==> src/rtl/irq_src_cond_pkg.sv <==
package irq_src_cond_pkg;
    localparam int WORD_W     = 32;
    localparam int ADDR_W     = 6;
    localparam int SW_NUM_W   = 8;
    localparam int SW_SET_BIT = 31;

    typedef enum logic [2:0] {
        BK_MODE   = 3'd0,
        BK_POL    = 3'd1,
        BK_BOTH   = 3'd2,
        BK_MCLR   = 3'd3,
        BK_MSET   = 3'd4,
        BK_MASK   = 3'd5,
        BK_PEND   = 3'd6,
        BK_SWEDGE = 3'd7
    } bank_e;

    typedef struct packed {
        logic edge_md;
        logic pol;
        logic both;
    } line_cfg_t;

    typedef struct packed {
        logic set;
        logic clr;
    } sw_cmd_t;

    function automatic int words_for(input int n);
        return (n + WORD_W - 1) / WORD_W;
    endfunction
endpackage

==> src/rtl/irq_src_line.sv <==
module irq_src_line
    import irq_src_cond_pkg::*;
(
    input  logic      clk,
    input  logic      rst,
    input  logic      raw_in,
    input  line_cfg_t cfg,
    input  sw_cmd_t   sw,
    output logic      pend_out
);
    logic [1:0] sync_q;
    logic       prev_q;
    logic       latch_q;
    logic       rise;
    logic       fall;
    logic       hit;

    always_ff @(posedge clk) begin
        if (rst) begin
            sync_q  <= '0;
            prev_q  <= 1'b0;
            latch_q <= 1'b0;
        end else begin
            sync_q <= {sync_q[0], raw_in};
            prev_q <= sync_q[1];
            // hardware edge outranks a software clear in the same cycle
            if (hit)
                latch_q <= 1'b1;
            else if (sw.clr)
                latch_q <= 1'b0;
            else if (sw.set)
                latch_q <= 1'b1;
        end
    end

    always_comb begin
        rise = sync_q[1] & ~prev_q;
        fall = ~sync_q[1] & prev_q;
        if (!cfg.edge_md)
            hit = 1'b0;
        else if (cfg.both)
            hit = rise | fall;
        else
            hit = cfg.pol ? rise : fall;
        pend_out = cfg.edge_md ? latch_q : (sync_q[1] == cfg.pol);
    end
endmodule

==> src/rtl/irq_src_regs.sv <==
module irq_src_regs
    import irq_src_cond_pkg::*;
#(
    parameter int NUM_IRQ = 40
) (
    input  logic                   clk,
    input  logic                   rst,
    input  logic [ADDR_W-1:0]      bus_addr,
    input  logic [WORD_W-1:0]      bus_wdata,
    input  logic                   bus_we,
    output logic [WORD_W-1:0]      bus_rdata,
    input  logic [NUM_IRQ-1:0]     pend_in,
    output line_cfg_t [NUM_IRQ-1:0] cfg_out,
    output sw_cmd_t   [NUM_IRQ-1:0] sw_out,
    output logic [NUM_IRQ-1:0]     mask_out
);
    localparam int NW   = words_for(NUM_IRQ);
    localparam int PADW = NW * WORD_W;

    bank_e                bank;
    logic [2:0]           widx;
    logic [SW_NUM_W-1:0]  sw_num;
    logic                 sw_wr;
    logic [NUM_IRQ-1:0]   mode_v;
    logic [NUM_IRQ-1:0]   pol_v;
    logic [NUM_IRQ-1:0]   both_v;
    logic [PADW-1:0]      mode_p;
    logic [PADW-1:0]      pol_p;
    logic [PADW-1:0]      both_p;
    logic [PADW-1:0]      mask_p;
    logic [PADW-1:0]      pend_p;

    assign bank   = bank_e'(bus_addr[5:3]);
    assign widx   = bus_addr[2:0];
    assign sw_num = bus_wdata[SW_NUM_W-1:0];
    assign sw_wr  = bus_we && (bank == BK_SWEDGE);

    for (genvar i = 0; i < NUM_IRQ; i++) begin : g_line
        localparam int W = i / WORD_W;
        localparam int B = i % WORD_W;

        logic wsel;
        logic mode_q;
        logic pol_q;
        logic both_q;
        logic mask_q;
        logic num_hit;

        assign wsel    = bus_we && (widx == 3'(W));
        assign num_hit = sw_wr && (sw_num == SW_NUM_W'(i));

        always_ff @(posedge clk) begin
            if (rst) begin
                mode_q <= 1'b0;
                pol_q  <= 1'b0;
                both_q <= 1'b0;
                mask_q <= 1'b0;
            end else if (wsel) begin
                if (bank == BK_MODE) mode_q <= bus_wdata[B];
                if (bank == BK_POL)  pol_q  <= bus_wdata[B];
                if (bank == BK_BOTH) both_q <= bus_wdata[B];
                if (bank == BK_MSET && bus_wdata[B])
                    mask_q <= 1'b1;
                else if (bank == BK_MCLR && bus_wdata[B])
                    mask_q <= 1'b0;
            end
        end

        assign mode_v[i]         = mode_q;
        assign pol_v[i]          = pol_q;
        assign both_v[i]         = both_q;
        assign mask_out[i]       = mask_q;
        assign cfg_out[i].edge_md = mode_q;
        assign cfg_out[i].pol    = pol_q;
        assign cfg_out[i].both   = both_q;
        assign sw_out[i].set     = num_hit && bus_wdata[SW_SET_BIT];
        assign sw_out[i].clr     = num_hit && !bus_wdata[SW_SET_BIT];
    end

    assign mode_p = PADW'(mode_v);
    assign pol_p  = PADW'(pol_v);
    assign both_p = PADW'(both_v);
    assign mask_p = PADW'(mask_out);
    assign pend_p = PADW'(pend_in);

    always_comb begin
        bus_rdata = '0;
        for (int w = 0; w < NW; w++) begin
            if (widx == 3'(w)) begin
                case (bank)
                    BK_MODE: bus_rdata = mode_p[w*WORD_W +: WORD_W];
                    BK_POL:  bus_rdata = pol_p[w*WORD_W +: WORD_W];
                    BK_BOTH: bus_rdata = both_p[w*WORD_W +: WORD_W];
                    BK_MASK: bus_rdata = mask_p[w*WORD_W +: WORD_W];
                    BK_PEND: bus_rdata = pend_p[w*WORD_W +: WORD_W];
                    default: bus_rdata = '0;
                endcase
            end
        end
    end
endmodule

==> src/rtl/irq_src_cond.sv <==
module irq_src_cond
    import irq_src_cond_pkg::*;
#(
    parameter int NUM_IRQ = 40
) (
    input  logic               clk,
    input  logic               rst,
    input  logic [5:0]         bus_addr,
    input  logic [31:0]        bus_wdata,
    input  logic               bus_we,
    output logic [31:0]        bus_rdata,
    input  logic [NUM_IRQ-1:0] irq_raw,
    output logic [NUM_IRQ-1:0] irq_pend,
    output logic [NUM_IRQ-1:0] irq_active
);
    line_cfg_t [NUM_IRQ-1:0] cfg_v;
    sw_cmd_t   [NUM_IRQ-1:0] sw_v;
    logic      [NUM_IRQ-1:0] mask_v;
    logic      [NUM_IRQ-1:0] edge_v;

    irq_src_regs #(.NUM_IRQ(NUM_IRQ)) u_regs (
        .clk       (clk),
        .rst       (rst),
        .bus_addr  (bus_addr),
        .bus_wdata (bus_wdata),
        .bus_we    (bus_we),
        .bus_rdata (bus_rdata),
        .pend_in   (irq_pend),
        .cfg_out   (cfg_v),
        .sw_out    (sw_v),
        .mask_out  (mask_v)
    );

    for (genvar i = 0; i < NUM_IRQ; i++) begin : g_src
        irq_src_line u_line (
            .clk      (clk),
            .rst      (rst),
            .raw_in   (irq_raw[i]),
            .cfg      (cfg_v[i]),
            .sw       (sw_v[i]),
            .pend_out (irq_pend[i])
        );
        assign edge_v[i] = cfg_v[i].edge_md;
    end

    assign irq_active = irq_pend & mask_v;
endmodule

==> config.mk <==
export PLATFORM = sky130hd
export DESIGN_NAME = irq_src_cond
export DESIGN_NICKNAME = d
export VERILOG_FILES = /design/src/rtl/irq_src_cond_pkg.sv /design/src/rtl/irq_src_line.sv /design/src/rtl/irq_src_regs.sv /design/src/rtl/irq_src_cond.sv
export SDC_FILE = /design/constraint.sdc
export NUM_CORES = 1
export LEC_CHECK = 0
export CORE_MARGIN = 2
export CORE_UTILIZATION = 55
export DETAILED_ROUTE_END_ITERATION = 12
export DONT_BUFFER_PORTS = 1
export GPL_TIMING_DRIVEN = 0
export PLACE_DENSITY = 0.69
export SETUP_SLACK_MARGIN = 0.5
export SLEW_MARGIN = 20
export SYNTH_ARGS = -nofsm -noshare
export SYNTH_HDL_FRONTEND = slang
export SYNTH_HIERARCHICAL = 1
export SYNTH_SLANG_ARGS = --single-unit
==> constraint.sdc <==
create_clock -name clk -period 3.71 [get_ports clk]
set_input_delay 0.1855 -clock clk [delete_from_list [all_inputs] [get_ports clk]]
set_output_delay 0.1855 -clock clk [all_outputs]
set_load 0.05 [all_outputs]
==> results.toml, run 1 <==
[logic_synthesis]
syn_nets = 2136
yosys_warnings = 6
ys_seq_area_share_pct = 37.9
synth_edf_count = 0
synthFlopType = "dfxtp_1"
yosysTopAreaCell = "dfxtp_1"
yosysMostFrequentCell = "nand2_1"
ys_top_cells_by_area = "dfxtp_1 38%, nand2_1 7.7%, buf_4 7.1%"
yosys.area.top_type_share_pct = 37.9
syn_avg_cell_area_um2 = 8.57
syn_area_um2 = 16900
ys_ff_latch = 320
ys_top_cells_by_count = "345 x nand2_1, 320 x dfxtp_1, 160 x buf_4"
synth_cell_types = 46
async_flop_share_pct = 0
syn_inst = 1975

[routing]
drt-total-wl_um = 50800
remaining_drc_errors = 0
ant_nets = 0
dr.pass1.iters = 6
dr_total_vias = 14300
first_iter_violations = 1117
wire_per_inst_um = 20.3
via_per_inst = 5.72

[critical_path]
slowest_stage = "o21ai_1"
critPathCaptureType = "output port"
critPathTopFamily = "compound AO/OA/AOI/OAI gates"
start_kind = "flip-flop"
crit_path_start = "u_regs/g_line[20].pol_q$_SDFFE_PP0P_"
required_ns = 3.52
crit_chain = "buf_4 -> xor2_1 -> o21ai_1 -> a221oi_1 -> nor3_2"
max_stage_delay_ns = 0.86
critPathArrivalTime_ns = 2.96
path_max_fanout = 3
cp_num_buf_inv = 1
r2r_start = "g_src[25].u_line/sync_q[1]$_SDFF_PP0_"
worstSetupPathType = "flip-flop to output port"

[sta]
hold_ws_ns = 0.0590
fin_tns_setup_ns = 0
finalCritPeriodShare_pct = 84.8
hold_viol = 0
finClkSkew_ns = 0.00648
rsz0062_at_grt = "no"
finalSetupViolations = 0
relSlewSlack_pct = 25.2
worstMarginPinSlew_ns = 1.11
report.final.slew_viol_count = 0
fmax_mhz = 318
finalCriticalPeriod_ns = 3.15

[final_layout]
fillers = 2649
areaGrowthSynthToFinish_pct = 16.1
layout-drive-gt1-share_pct = 20.0
fin_nets = 2241
postLayoutCoreUtil_pct = 64.5
finish.instance_area_um2 = 19600

[clock_tree]
cts-buffers-inserted = 38
cts_max_path_buffers = 3
cts_root_buffer = "clkbuf_16"
cts_tree = "done"
cts.sinks = 320
clk_pin_slew_ns = 0.06
htree_num_levels = 2
clk-insertion-delay-late_ns = 0.52

[global_route]
grt_max_degree = 161
overflow = 0
antenna_found_initial = 1
track_usage_pct = 30.6
grt_pass1_wl_um = 78300
grt_pass1_vias = 14100

[pwr]
peakVddDrop_mv = 0.316
power.density_nw_per_um2 = 404
leakage_nw = 7.47
fin_total_pwr_mw = 7.94

[status]
status = "complete, no violations"

[worst_hold_path]
hp-class = "primary input to flip-flop"
min-delay-start = "rst"

[place]
portBuffers = 0
dp_hpwl_um = 34900
gp_congestion = 0.957
place_area_um2 = 17600

[floorplanning]
initial_core_util_pct = 55.6
num_rows = 64
core_um2 = 30400
die_h_um = 179
die_w_um = 179
ios = 193
dieArea_um2 = 32200

[run]
max_cap_violations = 0
-- worst register-to-register path: cells and delay by family, from the launching register on --
kind                     cells  cell delay, ns
flip-flops                   1            0.43
multiplexers                 1            0.27
AO/OA/AOI/OAI                2            0.22
adder cells (fa/ha/maj)      1            0.20
buffers and inverters        1            0.09
-- flip-flops by register name, summed over array words and instances, names as in the netlist --
name,count
g_src.u_line/sync_q,80
g_src.u_line/latch_q,40
g_src.u_line/prev_q,40
u_regs/g_line.both_q,40
u_regs/g_line.mask_q,40
u_regs/g_line.mode_q,40
u_regs/g_line.pol_q,40
-- cell families (layout without fill, tap and decap cells) --
family / Yosys count / count (layout) / share of synthesized area, %
flip-flops: 320 / 320 / 37.9
AO/OA/AOI/OAI: 392 / 392 / 16.9
AND/OR/NAND/NOR: 709 / 709 / 18.9
adder cells (fa/ha/maj): 80 / 80 / 5.92
other: 0 / 1 / 0
XOR/XNOR: 40 / 40 / 2.07
buffers and inverters: 337 / 471 / 11.4
multiplexers: 97 / 97 / 7.02
-- per-layer routing --
metal	track usage [%]	up-vias	share of wire [%]
li1	-	6784	-
met1	37.9	6834	41
met2	51.1	580	47
met3	6.42	148	8.0
met4	14.0	0	4.7
met5	0	-	0
-- per-stage QoR --
| stage | setup slack, ns | std cells |
|---|---|---|
| finish | 0.562 | 2506 |
| global route | 0.516 | 2506 |
| CTS | 0.522 | 2505 |
| detailed placement | 0.829 | 2371 |
| global placement | 0.338 | 2371 |
| floorplan | 0.710 | 1975 |
-- final cells by class --
cell class	instances	area, um^2	area share (%)
antenna	1	2.50	0.0127
multi-input combinational	1318	8880	45.2
sequential	320	6410	32.6
clock buffer	60	1190	6.05
tap	396	495	2.52
timing repair buffer	65	668	3.40
buffer	253	1610	8.20
inverter	84	315	1.61
clock inverter	9	73.8	0.376
-- layout by cell type (no fill, tap or decap), drive strengths merged, types with 50 or more instances in the layout --
cell type / synthesis / routed
clkbuf: 57 / 117
buf: 196 / 197
nor2: 153 / 153
dfxtp: 320 / 320
mux2: 53 / 53
inv: 84 / 84
dlygate4sd3: 0 / 64
a221oi: 50 / 50
a21oi: 145 / 145
nor2b: 85 / 85
ha: 80 / 80
nand2: 345 / 345
-- worst paths after layout --
path | to | slack, ns | depth (start not counted)
worst min register to register | g_src[22].u_line/sync_q[1]$_SDFF_PP0_ | 0.43 | 1
worst max-delay path | bus_rdata[20] | 0.56 | 5
worst max register to register | g_src[25].u_line/latch_q$_SDFFE_PP0P_ | 2.36 | 5
worst min-delay path | g_src[15].u_line/prev_q$_SDFF_PP0_ | 0.06 | 2
-- power breakdown --
group / internal [mW] / leakage [nW] / switching (mW)
logic: 0.207 / 4.25 / 0.465
clock network: 2.26 / 0.627 / 1.47
registers: 3.50 / 2.60 / 0.0351
total: 5.97 / 7.47 / 1.97
-- timing repair --
| action | 4_1_cts | 5_1_grt |
|---|---|---|
| resized for setup | 10 | 13 |
| endpoints found under the hold margin | 256 | 0 |
| buffers inserted | 0 | 0 |
| endpoints found under the setup margin | 10 | 13 |
| hold buffers | 65 | 0 |
Power figures use the tool's default switching activity.
==> run 2, diff against run 1 <==
- clock period: 3.71 -> 3.25 ns (I/O delays scaled with it)
==> results.toml, run 2 (synthesis gave the netlist of run 1 again) <==
[status]
status = "complete, no violations"

[global_route]
grt_pass1_vias = 14300
overflow = 0
antenna_found_initial = 1
track_usage_pct = 31.1
grt_pass1_wl_um = 79100
grt_max_degree = 146

[pwr]
p_sw_share_pct = 24.8
power.density_nw_per_um2 = 442
peakVddDrop_mv = 0.313
p_comb_share_pct = 9.3
power_frac_clock_pct = 45.0
internal_power_mw = 6.63
switchingPower_mw = 2.19
fin_total_pwr_mw = 8.82
leakage_nw = 7.62
p_seq_share_pct = 45.7

[place]
dp_hpwl_um = 35000
pre_cts_ws_ns = 0.409
dp_cells = 2371
gp_congestion = 0.930
portBuffers = 0

[final_layout]
multi_input_area_um2 = 9230
diodes = 0
postLayoutCoreUtil_pct = 65.6
layout_commonest_cell = "nand2_1"
most-common-layout-cells = "345 x nand2_1, 320 x dfxtp_1, 160 x buf_4"
stdcell_count = 2507
fin_nets = 2252
layout-drive-gt1-share_pct = 20.0
fillers = 2557
top_register = "g_src.u_line/sync_q"
largest_reg_flops = 80
areaGrowthSynthToFinish_pct = 18.0
seqCellArea_um2 = 6410

[sta]
worst_slack_ns = 0.505
rsz0062_at_grt = "yes"
finClkSkew_ns = 0.0121
fmax_mhz = 364
finalCritPeriodShare_pct = 84.5
finalCriticalPeriod_ns = 2.74
worstMarginPinSlew_ns = 1.07
finalSetupViolations = 0
hold_viol = 0
fin_tns_setup_ns = 0
report.final.slew_viol_count = 0
relSlewSlack_pct = 28.7

[critical_path]
critPathArrivalTime_ns = 2.58
worstSetupPathType = "flip-flop to output port"
start_kind = "flip-flop"
critPathCaptureType = "output port"
required_ns = 3.09
path_max_fanout = 3

[routing]
drt-total-wl_um = 51900
wire_per_inst_um = 20.7
via_per_inst = 5.80
ant_nets = 0
first_iter_violations = 1348
dr.pass1.iters = 8
remaining_drc_errors = 0
dr_total_vias = 14500

[floorplanning]
dieArea_um2 = 32200
core_um2 = 30400
initial_core_util_pct = 55.6
ios = 193
die_w_um = 179
die_h_um = 179
num_rows = 64

[clock_tree]
clk-insertion-delay-late_ns = 0.51
clk_pin_slew_ns = 0.06
htree_num_levels = 2
cts-buffers-inserted = 37
cts_max_path_buffers = 3
cts.sinks = 320
cts_root_buffer = "clkbuf_16"
cts_tree = "done"

[run]
max_cap_violations = 0

[worst_hold_path]
hp-class = "primary input to flip-flop"
==> run 2: repair_timing <==
| action | in CTS | in global routing |
|---|---|---|
| pin swaps | 0 | 0 |
| hold endpoints to repair | 256 | 0 |
| buffers inserted | 0 | 0 |
| resized for setup | 53 | 20 |
| setup endpoints to repair | 38 | 19 |
| hold buffers | 77 | 0 |
==> run 2: area by class of cell <==
type                       instances  share of cell area, %
inverter                          84                   1.58
clock inverter                     6                  0.526
tap                              396                   2.48
timing repair buffer              77                   3.95
multi-input combinational       1318                   46.2
clock buffer                      53                   5.09
sequential                       320                   32.1
buffer                           253                   8.09
==> run 2: metrics by stage <==
stage / hold WS [ns] / area (um^2)
floorplan: 0.229 / 17100
global placement: 0.254 / 17600
detailed placement: 0.254 / 17600
CTS: 0.0351 / 19800
global route: 0.0767 / 20000
finish: 0.0523 / 20000
==> run 2: critical path: stages (launching register included) <==
cell and delay (ns):
dfxtp_1 0.34, buf_4 0.15, xor2_1 0.15, o21ai_2 0.64, a221oi_1 0.19, or3_1 0.41
o31ai_4 0.19
==> run 2: power groups by stage <==
stage	clock [mW]	sequential (mW)	combinational (mW)
after CTS	4.02	4.03	0.785
after global routing	4.20	4.04	0.860
after floorplan	0	4.11	0.475
after detailed placement	0	4.12	0.634
final	3.97	4.03	0.817
after global placement	0	4.12	0.619
==> run 2: final timing paths <==
path                                          from                               endpoint  slack [ns]  cells after the start
min reg2reg  g_src[19].u_line/sync_q[0]$_SDFF_PP0_  g_src[19].u_line/sync_q[1]$_SDFF_PP0_        0.44                      1
max reg2reg  g_src[20].u_line/sync_q[1]$_SDFF_PP0_  g_src[20].u_line/latch_q$_SDFFE_PP0P_        1.43                      6
max            u_regs/g_line[1].pol_q$_SDFFE_PP0P_                           bus_rdata[1]        0.51                      6
min                                    bus_addr[2]  u_regs/g_line[30].mode_q$_SDFFE_PP0P_        0.05                      4
==> run 2: layer usage <==
layer	wire [um]	GRT usage [%]
met5	0	0
met4	2160	12.9
met3	5400	7.58
met2	23200	49.1
met1	21200	40.7
==> run 3, diff against run 2 <==
- ABC_AREA: not set -> 1
- clock period: 3.25 -> 2.6 ns (I/O delays scaled with it)
==> results.toml, run 3 <==
[status]
status = "complete, no violations"

[place]
dp_cells = 3069
gp_congestion = 0.966
dp_hpwl_um = 38300
pre_cts_ws_ns = -0.224
portBuffers = 0

[critical_path]
critPathCaptureType = "output port"
critPathArrivalTime_ns = 2.18
start_kind = "flip-flop"
required_ns = 2.47
worstSetupPathType = "flip-flop to output port"
path_max_fanout = 3

[final_layout]
layout_commonest_cell = "nand2_1"
largest_reg_flops = 80
fillers = 2552
layout-drive-gt1-share_pct = 23.1
fin_nets = 3013
top_register = "g_src.u_line/sync_q"
most-common-layout-cells = "506 x nand2_1, 444 x nor2_1, 303 x inv_1"
areaGrowthSynthToFinish_pct = 30.0
stdcell_count = 3320
diodes = 0

[sta]
worst_slack_ns = 0.293
finalCritPeriodShare_pct = 88.7
hold_viol = 0
finalSetupViolations = 0
fmax_mhz = 433
finalCriticalPeriod_ns = 2.31
relSlewSlack_pct = 42.6
worstMarginPinSlew_ns = 0.861
report.final.slew_viol_count = 0
finClkSkew_ns = 0.0171
fin_tns_setup_ns = 0
rsz0062_at_grt = "yes"

[global_route]
grt_pass1_wl_um = 89600
grt_pass1_vias = 16900
overflow = 0
grt_max_degree = 87
antenna_found_initial = 1
track_usage_pct = 34.1

[clock_tree]
htree_num_levels = 2
cts-buffers-inserted = 37
cts_root_buffer = "clkbuf_16"
cts_tree = "done"
clk-insertion-delay-late_ns = 0.52
cts.sinks = 320
clk_pin_slew_ns = 0.06
cts_max_path_buffers = 3

[pwr]
power.density_nw_per_um2 = 512
leakage_nw = 9.70
peakVddDrop_mv = 0.472

[logic_synthesis]
synth_cell_types = 25
syn_inst = 2627
ys_top_cells_by_count = "549 x nand2_1, 488 x nor2_1, 342 x inv_1"
yosysTopAreaCell = "dfxtp_1"
yosysMostFrequentCell = "nand2_1"
synth_edf_count = 0
ys_seq_area_share_pct = 35.8
yosys_warnings = 6
ys_top_cells_by_area = "dfxtp_1 36%, nand2_1 12%, nor2_1 10%"
syn_avg_cell_area_um2 = 6.80
ys_ff_latch = 320
yosys.area.top_type_share_pct = 35.8
synthFlopType = "dfxtp_1"
syn_area_um2 = 17900
async_flop_share_pct = 0
syn_nets = 2788

[routing]
wire_per_inst_um = 17.8
remaining_drc_errors = 0
ant_nets = 0
drt-total-wl_um = 59100
dr_total_vias = 17400
via_per_inst = 5.24
first_iter_violations = 1421
dr.pass1.iters = 5

[floorplanning]
die_w_um = 184
ios = 193
dieArea_um2 = 33900
initial_core_util_pct = 55.3
num_rows = 66
core_um2 = 32300
die_h_um = 184

[worst_hold_path]
hp-class = "primary input to flip-flop"

[run]
max_cap_violations = 0
-- run 3: changes by cell type after synthesis, moves of 50 or more --
cell,change
nand3_1,+93
nor2_1,+335
a221oi_1,-50
nand2_1,+204
nor2b_1,-85
inv_1,+259
o21ai_0,+181
a21oi_1,-105
-- run 3: final timing paths --
kind	from	endpoint	slack (ns)	cells after the start
min reg2reg	g_src[14].u_line/sync_q[0]$_SDFF_PP0_	g_src[14].u_line/sync_q[1]$_SDFF_PP0_	0.40	2
min	bus_wdata[31]	u_regs/g_line[31].mask_q$_SDFFE_PP0P_	0.05	3
max	u_regs/g_line[32].pol_q$_SDFFE_PP0P_	bus_rdata[0]	0.29	9
max reg2reg	g_src[37].u_line/sync_q[1]$_SDFF_PP0_	g_src[37].u_line/latch_q$_SDFFE_PP0P_	0.84	6
-- run 3: area by class of cell --
class,count,area (um^2),share of cell area [%]
plain buffers,255,1710,7.37
clock buffers,56,1140,4.91
clock inverters,9,176,0.759
inverters,348,1450,6.25
multi-input cells,1704,9980,43.0
flip-flops and latches,320,6460,27.8
well taps,442,553,2.38
repair buffers,186,1760,7.56
-- run 3: through the flow --
stage / total power [mW] / instance area [um^2] / hold WS (ns) / utilization, %
floorplan: 5.79 / 18000 / 0.192 / -
global placement: 6.00 / 18600 / 0.218 / 57.5
detailed placement: 6.02 / 18600 / 0.215 / 57.5
CTS: 11.9 / 22700 / 0.0157 / 70.3
global route: 12.3 / 23200 / 0.0524 / 72.0
finish: 11.9 / 23200 / 0.0525 / 72.0
-- run 3: report_power, final --
part / leakage (nW) / switching [mW] / total [mW] / internal [mW]
clock: 0.644 / 2.13 / 5.65 / 3.52
combinational: 6.44 / 0.808 / 1.19 / 0.381
sequential: 2.62 / 0.0723 / 5.07 / 5.00
total: 9.70 / 3.01 / 11.9 / 8.90
-- run 3: critical path, stage by stage (launching register included) --
cell     delay [ns]
dfxtp_2        0.32
buf_6          0.12
xor2_4         0.15
o21ai_4        0.42
nand4_1        0.16
nand2_1        0.11
inv_1          0.05
nand3_2        0.07
nand2_2        0.06
nand2_4        0.18
-- run 3: cells by family after synthesis --
kind of cell    share of synthesized area (%)
xor+xnor                                 1.96
simple gates                             27.8
compound gates                           12.5
flops                                    35.8
buf+inv                                  16.2
fa+ha+maj                                5.60
-- run 3: repair_timing --
item,CTS,global route
endpoints found under the hold margin,260,0
hold buffers,137,0
endpoints found under the setup margin,72,82
pin swaps,126,103
gates resized for setup,265,99
buffers inserted,32,17
-- run 3: routing by layer --
metal / vias up / wire length (um) / track usage, %
li1: 8397 / - / -
met1: 8094 / 23200 / 41.0
met2: 717 / 28500 / 59.9
met3: 171 / 4600 / 5.65
met4: 2 / 2680 / 15.3
met5: - / 11 / 0
